File: src/rtl/pxe_pkg.sv
package pxe_pkg;

    parameter int EXT_AW     = 32;
    parameter int SP_AW      = 12;
    parameter int LEN_W      = 10;
    parameter int CNT_W      = 10;
    parameter int DATA_W     = 64;
    parameter int PAGE_BEATS = 512;
    parameter int BEAT_W     = $clog2(PAGE_BEATS) + 1;
    parameter int PROD_W     = LEN_W + CNT_W;

    typedef logic [EXT_AW-1:0] ext_addr_t;
    typedef logic [SP_AW-1:0]  sp_addr_t;
    typedef logic [LEN_W-1:0]  len_t;
    typedef logic [CNT_W-1:0]  cnt_t;
    typedef logic [DATA_W-1:0] word_t;
    typedef logic [BEAT_W-1:0] beat_t;

    typedef struct packed {
        logic      is_store;
        ext_addr_t ext_base;
        len_t      blk_len;
        ext_addr_t stride;
        cnt_t      blk_cnt;
        sp_addr_t  sp_base;
    } xfer_cmd_t;

    typedef enum logic [2:0] {
        ST_IDLE,
        ST_SP_RD,
        ST_SP_LAT,
        ST_EXT_REQ,
        ST_EXT_WAIT
    } xfer_state_e;

    // Beats of a command, limited to one management page.
    function automatic beat_t page_clip(input len_t l, input cnt_t c);
        logic [PROD_W-1:0] p;
        p = PROD_W'(l) * PROD_W'(c);
        if (p > PROD_W'(PAGE_BEATS)) return BEAT_W'(PAGE_BEATS);
        return BEAT_W'(p);
    endfunction

    // Address inside [base, base+n) with wrap modulo scratchpad size.
    function automatic logic in_window(input sp_addr_t a, input sp_addr_t b, input beat_t n);
        sp_addr_t d;
        d = a - b;
        return 32'(d) < 32'(n);
    endfunction

endpackage

File: src/rtl/pxe_walker.sv
module pxe_walker
    import pxe_pkg::*;
(
    input  logic      clk,
    input  logic      rst,
    input  logic      load,
    input  xfer_cmd_t cmd,
    input  logic      step,
    output logic      zero_cmd,
    output ext_addr_t ext_addr,
    output sp_addr_t  sp_addr,
    output logic      last,
    output beat_t     total,
    output sp_addr_t  win_base,
    output logic      coh_valid,
    output ext_addr_t coh_addr,
    output len_t      coh_len
);

    xfer_cmd_t cur;
    ext_addr_t blk_base;
    len_t      off;
    beat_t     beat_cnt;
    beat_t     total_q;
    logic      coh_q;
    beat_t     new_total;
    logic      blk_end;

    assign new_total = page_clip(cmd.blk_len, cmd.blk_cnt);
    assign zero_cmd  = (new_total == '0);
    assign blk_end   = (off == cur.blk_len - LEN_W'(1));
    assign last      = (beat_cnt == total_q - BEAT_W'(1));

    always_ff @(posedge clk) begin
        if (rst) begin
            cur      <= '0;
            blk_base <= '0;
            off      <= '0;
            beat_cnt <= '0;
            total_q  <= '0;
            coh_q    <= 1'b0;
        end else begin
            coh_q <= 1'b0;
            if (load) begin
                cur      <= cmd;
                blk_base <= cmd.ext_base;
                off      <= '0;
                beat_cnt <= '0;
                total_q  <= new_total;
                coh_q    <= !zero_cmd;
            end else if (step) begin
                beat_cnt <= beat_cnt + BEAT_W'(1);
                if (blk_end) begin
                    off      <= '0;
                    blk_base <= blk_base + cur.stride;
                    coh_q    <= !last;
                end else begin
                    off <= off + LEN_W'(1);
                end
            end
        end
    end

    assign ext_addr  = blk_base + EXT_AW'(off);
    assign sp_addr   = cur.sp_base + SP_AW'(beat_cnt);
    assign total     = total_q;
    assign win_base  = cur.sp_base;
    assign coh_valid = coh_q;
    assign coh_addr  = blk_base;
    assign coh_len   = cur.blk_len;

endmodule

File: src/rtl/pxe_guard.sv
module pxe_guard
    import pxe_pkg::*;
(
    input  logic     active,
    input  logic     hz_valid,
    input  sp_addr_t hz_addr,
    input  sp_addr_t win_base,
    input  beat_t    win_len,
    output logic     hz_stall
);

    assign hz_stall = active && hz_valid && in_window(hz_addr, win_base, win_len);

endmodule

File: src/rtl/pxe_seq.sv
module pxe_seq
    import pxe_pkg::*;
(
    input  logic  clk,
    input  logic  rst,
    input  logic  cmd_valid,
    input  logic  cmd_store,
    input  logic  zero_cmd,
    input  logic  last,
    input  logic  ext_req_ready,
    input  logic  ext_rsp_valid,
    input  word_t ext_rsp_rdata,
    input  word_t sp_rdata,
    output logic  cmd_ready,
    output logic  load,
    output logic  step,
    output logic  busy,
    output logic  done,
    output logic  ext_req_valid,
    output logic  ext_req_write,
    output word_t ext_req_wdata,
    output logic  sp_we,
    output logic  sp_re,
    output word_t sp_wdata
);

    xfer_state_e state;
    logic        store_q;
    logic        done_q;
    word_t       wbuf;

    always_comb begin
        cmd_ready     = (state == ST_IDLE);
        load          = cmd_ready && cmd_valid;
        busy          = (state != ST_IDLE);
        step          = 1'b0;
        ext_req_valid = 1'b0;
        sp_we         = 1'b0;
        sp_re         = 1'b0;
        case (state)
            ST_SP_RD:    sp_re = 1'b1;
            ST_EXT_REQ:  ext_req_valid = 1'b1;
            ST_EXT_WAIT: begin
                step  = ext_rsp_valid;
                sp_we = ext_rsp_valid && !store_q;
            end
            default: ;
        endcase
    end

    assign ext_req_write = store_q;
    assign ext_req_wdata = wbuf;
    assign sp_wdata      = ext_rsp_rdata;
    assign done          = done_q;

    always_ff @(posedge clk) begin
        if (rst) begin
            state   <= ST_IDLE;
            store_q <= 1'b0;
            done_q  <= 1'b0;
            wbuf    <= '0;
        end else begin
            done_q <= 1'b0;
            case (state)
                ST_IDLE: begin
                    if (load) begin
                        store_q <= cmd_store;
                        if (zero_cmd) done_q <= 1'b1;
                        else state <= cmd_store ? ST_SP_RD : ST_EXT_REQ;
                    end
                end
                ST_SP_RD:  state <= ST_SP_LAT;
                ST_SP_LAT: begin
                    wbuf  <= sp_rdata;
                    state <= ST_EXT_REQ;
                end
                ST_EXT_REQ: begin
                    if (ext_req_ready) state <= ST_EXT_WAIT;
                end
                ST_EXT_WAIT: begin
                    if (ext_rsp_valid) begin
                        if (last) begin
                            state  <= ST_IDLE;
                            done_q <= 1'b1;
                        end else begin
                            state <= store_q ? ST_SP_RD : ST_EXT_REQ;
                        end
                    end
                end
                default: state <= ST_IDLE;
            endcase
        end
    end

endmodule

File: src/rtl/page_xfer_engine.sv
module page_xfer_engine
    import pxe_pkg::*;
(
    input  logic              clk,
    input  logic              rst,
    input  logic              cmd_valid,
    output logic              cmd_ready,
    input  logic              cmd_store,
    input  logic [EXT_AW-1:0] cmd_ext_base,
    input  logic [LEN_W-1:0]  cmd_blk_len,
    input  logic [EXT_AW-1:0] cmd_stride,
    input  logic [CNT_W-1:0]  cmd_blk_cnt,
    input  logic [SP_AW-1:0]  cmd_sp_base,
    output logic              busy,
    output logic              done,
    output logic              ext_req_valid,
    input  logic              ext_req_ready,
    output logic              ext_req_write,
    output logic [EXT_AW-1:0] ext_req_addr,
    output logic [DATA_W-1:0] ext_req_wdata,
    input  logic              ext_rsp_valid,
    input  logic [DATA_W-1:0] ext_rsp_rdata,
    output logic              sp_we,
    output logic              sp_re,
    output logic [SP_AW-1:0]  sp_addr,
    output logic [DATA_W-1:0] sp_wdata,
    input  logic [DATA_W-1:0] sp_rdata,
    input  logic              hz_valid,
    input  logic [SP_AW-1:0]  hz_addr,
    output logic              hz_stall,
    output logic              coh_valid,
    output logic [EXT_AW-1:0] coh_addr,
    output logic [LEN_W-1:0]  coh_len
);

    xfer_cmd_t cmd;
    logic      load, step, zero_cmd, last;
    beat_t     total;
    sp_addr_t  win_base;

    assign cmd = '{is_store: cmd_store, ext_base: cmd_ext_base, blk_len: cmd_blk_len,
                   stride: cmd_stride, blk_cnt: cmd_blk_cnt, sp_base: cmd_sp_base};

    pxe_walker u_walker (
        .clk(clk), .rst(rst), .load(load), .cmd(cmd), .step(step),
        .zero_cmd(zero_cmd), .ext_addr(ext_req_addr), .sp_addr(sp_addr),
        .last(last), .total(total), .win_base(win_base),
        .coh_valid(coh_valid), .coh_addr(coh_addr), .coh_len(coh_len)
    );

    pxe_seq u_seq (
        .clk(clk), .rst(rst), .cmd_valid(cmd_valid), .cmd_store(cmd_store),
        .zero_cmd(zero_cmd), .last(last), .ext_req_ready(ext_req_ready),
        .ext_rsp_valid(ext_rsp_valid), .ext_rsp_rdata(ext_rsp_rdata),
        .sp_rdata(sp_rdata), .cmd_ready(cmd_ready), .load(load), .step(step),
        .busy(busy), .done(done), .ext_req_valid(ext_req_valid),
        .ext_req_write(ext_req_write), .ext_req_wdata(ext_req_wdata),
        .sp_we(sp_we), .sp_re(sp_re), .sp_wdata(sp_wdata)
    );

    pxe_guard u_guard (
        .active(busy), .hz_valid(hz_valid), .hz_addr(hz_addr),
        .win_base(win_base), .win_len(total), .hz_stall(hz_stall)
    );

endmodule

File: config.mk
export PLATFORM = sky130hd
export DESIGN_NAME = page_xfer_engine
export DESIGN_NICKNAME = d
export VERILOG_FILES = /design/src/rtl/pxe_pkg.sv /design/src/rtl/pxe_walker.sv /design/src/rtl/pxe_guard.sv /design/src/rtl/pxe_seq.sv /design/src/rtl/page_xfer_engine.sv
export SDC_FILE = /design/constraint.sdc
export NUM_CORES = 1
export LEC_CHECK = 0
export ABC_AREA = 1
export BUFFER_PORTS_ARGS = -buffer_cell sky130_fd_sc_hd__buf_4
export CAP_MARGIN = 20
export CORE_MARGIN = 4
export CORE_UTILIZATION = 45
export DETAILED_ROUTE_END_ITERATION = 7
export PLACE_DENSITY = 0.82
export REMOVE_ABC_BUFFERS = 1
export SYNTH_ARGS = -nofsm -noshare
export SYNTH_HDL_FRONTEND = slang
export SYNTH_SLANG_ARGS = --single-unit
export TNS_END_PERCENT = 1
File: constraint.sdc
create_clock -name clk -period 8.2 [get_ports clk]
set_input_delay 1.64 -clock clk [delete_from_list [all_inputs] [get_ports clk]]
set_output_delay 1.64 -clock clk [all_outputs]
set_load 0.1 [all_outputs]
==> flow_metrics.py, run 1 <==
metrics = {
    "synthesis": {
        "synth-edff-count": 0,
        "synthTopCellsByArea": "dfxtp_1 (25%), ha_1 (11%), nand2_1 (9.2%)",
        "netlist_area_sq_um": 15100,
        "synthXorXnorAreaFrac_pct": 5.90,
        "ys_types": 57,
        "synth-compound-area-share_pct": 14.6,
        "syn_area_per_cell_sq_um": 7.24,
        "synthCells": 2091,
        "yosys-top-cells-count": "nand2_1 (372), inv_1 (309), nor2_1 (229)",
        "synth_top_cell_by_area": "dfxtp_1",
        "yosys-mux-area-fraction_pct": 0.396,
        "ys_async_sr_fraction_pct": 0,
        "synth.most_common_cell": "nand2_1",
        "synth_top_family_by_area": "simple AND/OR/NAND/NOR gates",
        "synth-seq-area-share_pct": 24.6,
        "netlist.area_leader.share_pct": 24.6,
        "yosys_most_used_dff": "dfxtp_1",
        "synthAdderAreaFrac_pct": 19.5,
        "synth_seq_cells": 186,
        "synthSimpleGateAreaFrac_pct": 21.8,
        "yosys_warnings": 0,
    },
    "route": {
        "drt-met1-wl_microns": 21200,
        "first_pass_iters": 8,
        "top_layer": "met5",
        "drt_iter0_markers": 1075,
        "dr_total_vias": 14833,
        "wl_met3_microns": 5330,
        "avgRoutedWirePerCell_microns": 19.1,
        "wl_met2_microns": 25000,
        "via_per_inst": 5.36,
        "drt-total-wl_microns": 53000,
        "drc": 0,
        "ant_nets": 0,
    },
    "floorplanning": {
        "die_y_microns": 191,
        "start_util_pct": 46.1,
        "fp.dieArea_sq_um": 36700,
        "rows": 66,
        "ios": 466,
        "die_w_microns": 191,
        "design.core.area_sq_um": 32900,
    },
    "pwr": {
        "p_sw_uw": 2970,
        "leakage_uw": 0.00938,
        "peakVddDrop_mv": 0.241,
        "power.internal_uw": 2500,
        "p_comb_share_pct": 61.9,
        "swShare_pct": 54.3,
        "pwr-share-seq_pct": 21.7,
        "clockPowerShare_pct": 16.4,
        "power_uw": 5470,
        "p_per_area_nw_per_um2": 302,
    },
    "cts": {
        "cts_hold_buf": 0,
        "clk_transition_reported_paths_ns": 0.07,
        "cts_tree": "yes",
        "clk_latency_ns": 0.46,
        "htreeDepth": 4,
        "root_buffer": "clkbuf_16",
        "cts_made_buffers": 17,
        "cts_buffer_depth": 2,
        "cts_resized": 0,
        "clock-sinks": 186,
        "post_cts_buffers": 0,
    },
    "sta": {
        "max_freq_mhz": 156,
        "slew_headroom_pct": 38.5,
        "period_share_pct": 78.4,
        "fin_tns_setup_ns": 0,
        "hold_viol_final": 0,
        "finalSetupViolCount": 0,
        "skew_ns": 0.0153,
        "worst_pin_slew_ns": 0.921,
        "setup_ws_ns": 1.77,
        "rsz0062_at_grt": "no",
        "timing.final.max_slew_violations": 0,
        "period_needed_ns": 6.43,
    },
    "layout": {
        "fillerInstances": 3111,
        "multi_input_area_sq_um": 9420,
        "final_nets": 2753,
        "fin_cells": 2769,
        "layout-drive-gt1-share_pct": 18.6,
        "synthToLayoutAreaGrowth_pct": 19.4,
        "num_antenna_cells": 0,
        "ff_latch_area_sq_um": 3720,
    },
    "setup_path": {
        "reg2reg_depth": 12,
        "rr_startpoint": "u_seq.state[1]",
        "endpoint_kind": "output port",
        "startpoint": "hz_addr[2]",
        "crit_fanout": 4,
        "crit_path_end": "hz_stall",
        "cp.required_ns": 6.56,
        "cp.arrival_ns": 4.79,
        "criticalPathCategory": "input port to output port",
        "reg2reg_slack_ns": 4.30,
        "cp-start-kind": "input port",
        "reg2reg_to": "u_walker.coh_addr[1]",
    },
    "global_routing": {
        "first_global_vias": 14640,
        "grt_pass1_wl_microns": 80400,
        "antenna_found_initial": 1,
        "grt_max_degree": 71,
        "gr-total-overflow": 0,
        "grt_usage_pct": 28.1,
    },
    "place": {
        "pre_cts_ws_ns": 1.37,
        "place_congestion": 0.944,
        "dpl.hpwl_microns": 42200,
        "dpl.cell_count": 2736,
        "io_buffers": 337,
    },
    "worst_hold_path": {
        "hold_path_class": "register to register",
    },
    "outcome": {
        "status": "completed",
    },
    "job": {
        "cap_violations": 0,
    },
}
[area by class of cell]
cell class	instances	share of cell area (%)
Multi-Input combinational cell	1449	52.1
Sequential cell	186	20.6
Timing Repair Buffer	343	14.3
Inverter	317	6.58
Tap cell	442	3.06
Clock buffer	20	2.41
Clock inverter	12	0.996
[per-stage QoR]
stage,util (%),area (sq um),hold slack [ns]
final,55.0,18100,0.483
after global routing,55.0,18100,0.502
after CTS,55.0,18100,0.486
after detailed placement,53.1,17500,0.465
after global placement,53.1,17500,0.462
after floorplan,-,14300,0.446
[placed cells by master (no fill, tap or decap), types with 66 or more instances in the layout]
cell type / count
a21oi_1: 103
buf_4: 342
dfxtp_1: 186
fa_1: 66
ha_1: 130
inv_1: 308
nand2_1: 372
nor2_1: 228
o21ai_0: 156
xor2_1: 70
[per-layer routing]
layer	up-vias	global-route usage [%]
met5	-	5.08
met2	639	47.2
met4	8	7.24
met3	100	10.5
met1	6978	33.7
li1	7108	-
[power groups by stage]
stage | clock (uW) | combinational (uW) | sequential, uW
floorplan | 0 | 1780 | 1980
global placement | 0 | 3320 | 1200
detailed placement | 0 | 3370 | 1200
CTS | 913 | 3390 | 1180
global route | 942 | 3710 | 1200
finish | 898 | 3390 | 1190
[how the worst min path moves through the flow]
stage / from / end / slack, ns / depth (start not counted)
final: u_seq.ext_req_wdata[36] / u_seq.ext_req_wdata[36] / 0.48 / 2
after global routing: u_walker.cur[44] / u_walker.cur[44] / 0.50 / 1
after CTS: u_walker.cur[49] / u_walker.cur[49] / 0.49 / 1
after detailed placement: u_walker.cur[41] / u_walker.cur[41] / 0.46 / 1
after global placement: u_walker.cur[49] / u_walker.cur[49] / 0.46 / 1
after floorplan: u_walker.cur[22] / u_walker.cur[22] / 0.45 / 1
[logic make-up after synthesis]
family	count (synthesis)
buffers and inverters	456
xor gates and xnor gates	102
adders and majority gates	196
AOI/OAI and AO/OA	378
muxes	6
and+or+nand+nor	767
DFF	186
[worst max-delay path, cell delays in order]
cell,delay [ns]
buf_4,0.11
ha_1,0.34
inv_1,0.09
nor3_1,0.20
a21oi_1,0.12
o21ai_0,0.31
a21oi_1,0.11
o21ai_0,0.29
xnor2_1,0.16
inv_1,0.06
ha_1,0.28
a2111oi_0,0.36
nand3_1,0.12
o21bai_1,0.18
nor2_1,0.10
buf_4,0.30
[registers in the layout, summed over array words and instances, names as in the netlist]
name / count
u_seq.done: 1
u_seq.ext_req_wdata: 64
u_seq.ext_req_write: 1
u_seq.state: 3
u_walker.beat_cnt: 10
u_walker.coh_addr: 32
u_walker.coh_len: 10
u_walker.coh_valid: 1
u_walker.cur: 32
u_walker.off: 10
u_walker.total: 10
u_walker.win_base: 12
Note: power is estimated with default switching activity, not from simulation.
==> run 2: changes to the inputs <==
==> constraint.sdc (replaced) <==
create_clock -name clk -period 6 [get_ports clk]
set_input_delay 1.2 -clock clk [delete_from_list [all_inputs] [get_ports clk]]
set_output_delay 1.2 -clock clk [all_outputs]
set_load 0.1 [all_outputs]
==> run 2 against run 1 <==
Net effect: clock power is 39% higher; flip-flop and latch count did not move; sequential power is 36% higher; global-route usage is 0.12 points lower; clock-buffer cell count down 1; critical path depth up 15; wire length is essentially flat; first-iteration DRC count shrank 7.0%; sequential share of layout area fell by 0.47 points; critical path type is now input port to register.
==> flow_metrics.py, run 2 (synthesis gave the netlist of run 1 again) <==
metrics = {
    "outcome": {
        "status": "completed",
    },
    "cts": {
        "root_buffer": "clkbuf_16",
        "clk_latency_ns": 0.45,
        "cts_hold_buf": 0,
        "cts_tree": "yes",
        "cts_made_buffers": 17,
        "cts_buffer_depth": 2,
        "htreeDepth": 4,
        "clock-sinks": 186,
        "clk_transition_reported_paths_ns": 0.08,
    },
    "global_routing": {
        "grt_max_degree": 71,
        "antenna_found_initial": 1,
        "gr-usage-met1_pct": 33.0,
        "grt_pass1_wl_microns": 80000,
        "busiest_layer": "met2",
        "grt.met2_usage_pct": 45.9,
        "grt_usage_pct": 28.0,
        "met3_usage_pct": 11.5,
        "gr-total-overflow": 0,
        "first_global_vias": 14670,
    },
    "setup_path": {
        "cp.required_ns": 6.38,
        "reg2reg_slack_ns": 2.39,
        "cp.arrival_ns": 6.11,
        "rr_startpoint": "u_seq.state[1]",
        "reg2reg_depth": 12,
        "slowest_stage": "fa_1",
        "crit_fanout": 4,
        "critical-path-max-stage-delay_ns": 0.54,
        "reg2reg_to": "u_walker.coh_addr[13]",
        "crit_family": "adder cells",
        "cp-start-kind": "input port",
        "endpoint_kind": "register",
        "critPathBufInv": 8,
        "criticalPathCategory": "input port to register",
    },
    "route": {
        "ant_nets": 0,
        "drt-total-wl_microns": 52900,
        "via_per_inst": 5.33,
        "drc": 0,
        "drt_iter0_markers": 1000,
        "dr_total_vias": 14977,
        "first_pass_iters": 5,
        "avgRoutedWirePerCell_microns": 18.8,
    },
    "layout": {
        "fin_cells": 2811,
        "synthToLayoutAreaGrowth_pct": 22.2,
        "final_cell_mix": "buf_4 (384), nand2_1 (363), inv_1 (305)",
        "final_common_cell": "buf_4",
        "largest_reg_flops": 64,
        "fin_util_pct": 56.3,
        "fillerInstances": 3028,
        "final_nets": 2794,
        "layout-drive-gt1-share_pct": 20.9,
    },
    "place": {
        "place_congestion": 0.973,
        "dpl.cell_count": 2778,
        "io_buffers": 337,
        "dpl.hpwl_microns": 42300,
        "pre_cts_ws_ns": -0.306,
    },
    "sta": {
        "skew_ns": 0.0170,
        "worst_pin_slew_ns": 0.683,
        "whs_ns": 0.487,
        "hold_viol_final": 0,
        "timing.final.max_slew_violations": 0,
        "slew_headroom_pct": 54.4,
        "period_needed_ns": 5.73,
        "setup_ws_ns": 0.268,
        "max_freq_mhz": 174,
        "period_share_pct": 95.5,
        "finalSetupViolCount": 0,
    },
    "floorplanning": {
        "design.core.area_sq_um": 32900,
        "ios": 466,
        "die_w_microns": 191,
        "fp.dieArea_sq_um": 36700,
        "rows": 66,
        "start_util_pct": 46.1,
        "die_y_microns": 191,
    },
    "pwr": {
        "power.internal_uw": 3630,
        "p_comb_share_pct": 63.3,
        "leakage_uw": 0.00958,
        "clockPowerShare_pct": 16.0,
        "p_sw_uw": 4180,
        "p_per_area_nw_per_um2": 422,
        "pwr-share-seq_pct": 20.8,
        "peakVddDrop_mv": 0.366,
        "swShare_pct": 53.5,
    },
    "worst_hold_path": {
        "hold-path-endpoint": "u_walker.cur[22]",
        "min_path_cells": 1,
        "hp-start": "u_walker.cur[22]",
        "hold_path_class": "register to register",
    },
    "job": {
        "cap_violations": 0,
    },
}
## run 2: how the worst max path moves through the flow
stage                   startpoint        endpoint  slack, ns  cells past startpoint
floorplan               hz_addr[2]        hz_stall       0.07                     14
global placement    cmd_blk_cnt[3]  u_seq.state[0]      -0.23                     30
detailed placement  cmd_blk_cnt[3]  u_seq.state[0]      -0.31                     30
CTS                 cmd_blk_cnt[3]  u_seq.state[0]       0.18                     30
global route        cmd_blk_cnt[3]  u_seq.state[0]     -0.008                     31
finish              cmd_blk_cnt[3]  u_seq.state[0]       0.27                     31
## run 2: final cells by class
type                    instances  area, sq um  share of cell area (%)
diodes                          1         2.50                  0.0135
clock buffers                  19          443                    2.39
clock inverters                13          195                    1.05
inverters                     317         1190                    6.43
multi-input cells            1449         9520                    51.4
flip-flops and latches        186         3720                    20.1
well taps                     442          553                    2.99
repair buffers                384         2880                    15.6
## run 2: power groups by stage
stage	clock [uW]	combinational [uW]	sequential [uW]
2_1_floorplan	0	2440	2700
3_3_place_gp	0	4680	1630
3_5_place_dp	0	4770	1640
4_1_cts	1270	4800	1610
5_1_grt	1320	5370	1640
6_report	1250	4940	1620
## run 2: layer usage
metal	wire [microns]	part of all wire (%)
met5	251	0.47
met2	24500	46
met3	5520	10
met1	21000	40
met4	1610	3.0
## run 2: stage by stage
stage | power (uW) | TNS [ns] | area (sq um)
after floorplan | 5140 | 0 | 14300
after global placement | 6310 | -1.16 | 17800
after detailed placement | 6410 | -2.32 | 17800
after CTS | 7680 | 0 | 18400
after global routing | 8320 | -0.00752 | 18500
final | 7810 | 0 | 18500
## run 2: what timing repair did
action | in CTS | in global routing
endpoints found under the hold margin | 0 | 0
gates resized for setup | 0 | 23
setup endpoints to repair | 0 | 10
setup buffers | 0 | 0
==> run 3: changes to the inputs <==
--- a/config.mk
+++ b/config.mk
@@ -6,7 +6,7 @@
 export NUM_CORES = 1
 export LEC_CHECK = 0
 export ABC_AREA = 1
-export BUFFER_PORTS_ARGS = -buffer_cell sky130_fd_sc_hd__buf_4
+export BUFFER_PORTS_ARGS = -buffer_cell sky130_fd_sc_hd__buf_2
 export CAP_MARGIN = 20
 export CORE_MARGIN = 4
 export CORE_UTILIZATION = 45
==> run 3 against run 2 <==
Net effect: clock skew fell by 0.0040 ns; combinational power is 2% lower; final area is 4.6% lower; critical path depth shrank 1; global-route usage grew 0.091 points.
==> flow_metrics.py, run 3 (synthesis gave the netlist of run 1 again) <==
metrics = {
    "cts": {
        "htreeDepth": 4,
        "clk_latency_ns": 0.45,
        "post_cts_buffers": 0,
        "root_buffer": "clkbuf_16",
        "cts_made_buffers": 17,
        "cts_tree": "yes",
        "clock-sinks": 186,
        "cts_buffer_depth": 2,
        "clk_transition_reported_paths_ns": 0.07,
    },
    "setup_path": {
        "reg2reg_slack_ns": 2.65,
        "cp.arrival_ns": 6.07,
        "cp.required_ns": 6.34,
        "crit_fanout": 4,
        "critical-path-max-stage-delay_ns": 0.54,
        "endpoint_kind": "register",
        "rr_startpoint": "u_walker.coh_addr[0]",
        "critPathBufInv": 9,
        "slowest_stage": "fa_1",
        "criticalPathCategory": "input port to register",
        "crit_family": "adder cells",
        "critPathMostFrequentCell": "inv_1",
        "startpoint": "cmd_blk_len[5]",
        "cp-start-kind": "input port",
    },
    "place": {
        "dpl.hpwl_microns": 42100,
        "place_area_sq_um": 17000,
        "place_congestion": 0.969,
        "io_buffers": 337,
        "dpl.cell_count": 2782,
    },
    "pwr": {
        "p_per_area_nw_per_um2": 431,
        "leakage_uw": 0.00940,
        "peakVddDrop_mv": 0.324,
    },
    "sta": {
        "worst_pin_slew_ns": 0.742,
        "skew_ns": 0.0130,
        "finalSetupViolCount": 0,
        "max_freq_mhz": 175,
        "slew_headroom_pct": 50.5,
        "period_needed_ns": 5.73,
        "period_share_pct": 95.5,
        "fin_tns_setup_ns": 0,
        "hold_viol_final": 0,
        "timing.final.max_slew_violations": 0,
    },
    "floorplanning": {
        "die_w_microns": 191,
        "die_y_microns": 191,
        "design.core.area_sq_um": 32900,
        "fp.dieArea_sq_um": 36700,
        "start_util_pct": 46.1,
        "ios": 466,
        "rows": 66,
    },
    "global_routing": {
        "antenna_found_initial": 1,
        "grt_pass1_wl_microns": 80900,
        "grt_usage_pct": 28.1,
        "first_global_vias": 14732,
        "grt_max_degree": 71,
        "gr-total-overflow": 0,
    },
    "worst_hold_path": {
        "hp-start": "u_seq.ext_req_wdata[34]",
        "hold_path_class": "register to register",
    },
    "route": {
        "first_pass_iters": 5,
        "drc": 0,
        "drt-total-wl_microns": 52600,
        "via_per_inst": 5.33,
        "ant_nets": 0,
        "dr_total_vias": 14994,
        "avgRoutedWirePerCell_microns": 18.7,
        "drt_iter0_markers": 844,
    },
    "layout": {
        "final_cell_mix": "nand2_1 (366), buf_2 (334), inv_1 (306)",
        "multi_input_area_sq_um": 9530,
        "fin_cells": 2814,
        "final_nets": 2799,
        "synthToLayoutAreaGrowth_pct": 16.6,
        "largest_reg_flops": 64,
        "ff_latch_area_sq_um": 3720,
        "layout-drive-gt1-share_pct": 21.0,
        "num_antenna_cells": 0,
        "final_common_cell": "nand2_1",
        "fillerInstances": 3172,
        "final_cell_area_sq_um": 17700,
    },
    "job": {
        "cap_violations": 0,
    },
    "outcome": {
        "status": "completed",
    },
}
[run 3: power by group]
part / total, uW / leakage [uW] / internal, uW / switching, uW
Clock: 1140 / 0.000265 / 585 / 559
Combinational: 4860 / 0.00762 / 1420 / 3450
Sequential: 1610 / 0.00152 / 1450 / 167
[run 3: final timing paths]
check                                          endpoint  cells past startpoint
worst max-delay path                 u_walker.coh_valid                     30
worst min-delay path            u_seq.ext_req_wdata[34]                      2
worst max register to register    u_walker.coh_addr[18]                     11
worst min register to register  u_seq.ext_req_wdata[34]                      2
[run 3: stage by stage]
stage               total power [uW]  setup WS, ns  utilization (%)  hold slack, ns
floorplan                       5140        0.0671                -           0.446
global route                    8150       -0.0251             53.7           0.501
finish                          7620         0.273             53.7           0.482
detailed placement              6310        -0.312             51.6           0.463
global placement                6250        -0.262             51.6           0.456
CTS                             7470         0.160             53.3           0.486
[run 3: timing repair]
item,4_1_cts,5_1_grt
setup endpoints to repair,0,12
gates resized for setup,0,24
hold buffers,0,0
hold endpoints to repair,0,0
[run 3: area by class of cell]
| type | count | share of cell area (%) |
|---|---|---|
| Sequential cell | 186 | 21.1 |
| Tap cell | 442 | 3.13 |
| Clock inverter | 12 | 0.772 |
| Multi-Input combinational cell | 1449 | 54.0 |
| Timing Repair Buffer | 389 | 11.9 |
| Clock buffer | 19 | 2.45 |
| Inverter | 317 | 6.74 |
[run 3: worst register-to-register path, delay by kind of cell, from the launching register on]
kind	cells	cell delay (ns)
compound gates	8	1.93
fa+ha+maj	2	0.65
buf+inv	1	0.06
flops	1	0.59
[run 3: routing by layer]
| metal | track usage, % | vias up | wire [microns] |
|---|---|---|---|
| li1 | - | 7179 | - |
| met1 | 34.2 | 6966 | 21100 |
| met2 | 45.4 | 707 | 23800 |
| met3 | 10.1 | 134 | 5430 |
| met4 | 9.92 | 8 | 1910 |
| met5 | 6.18 | - | 292 |
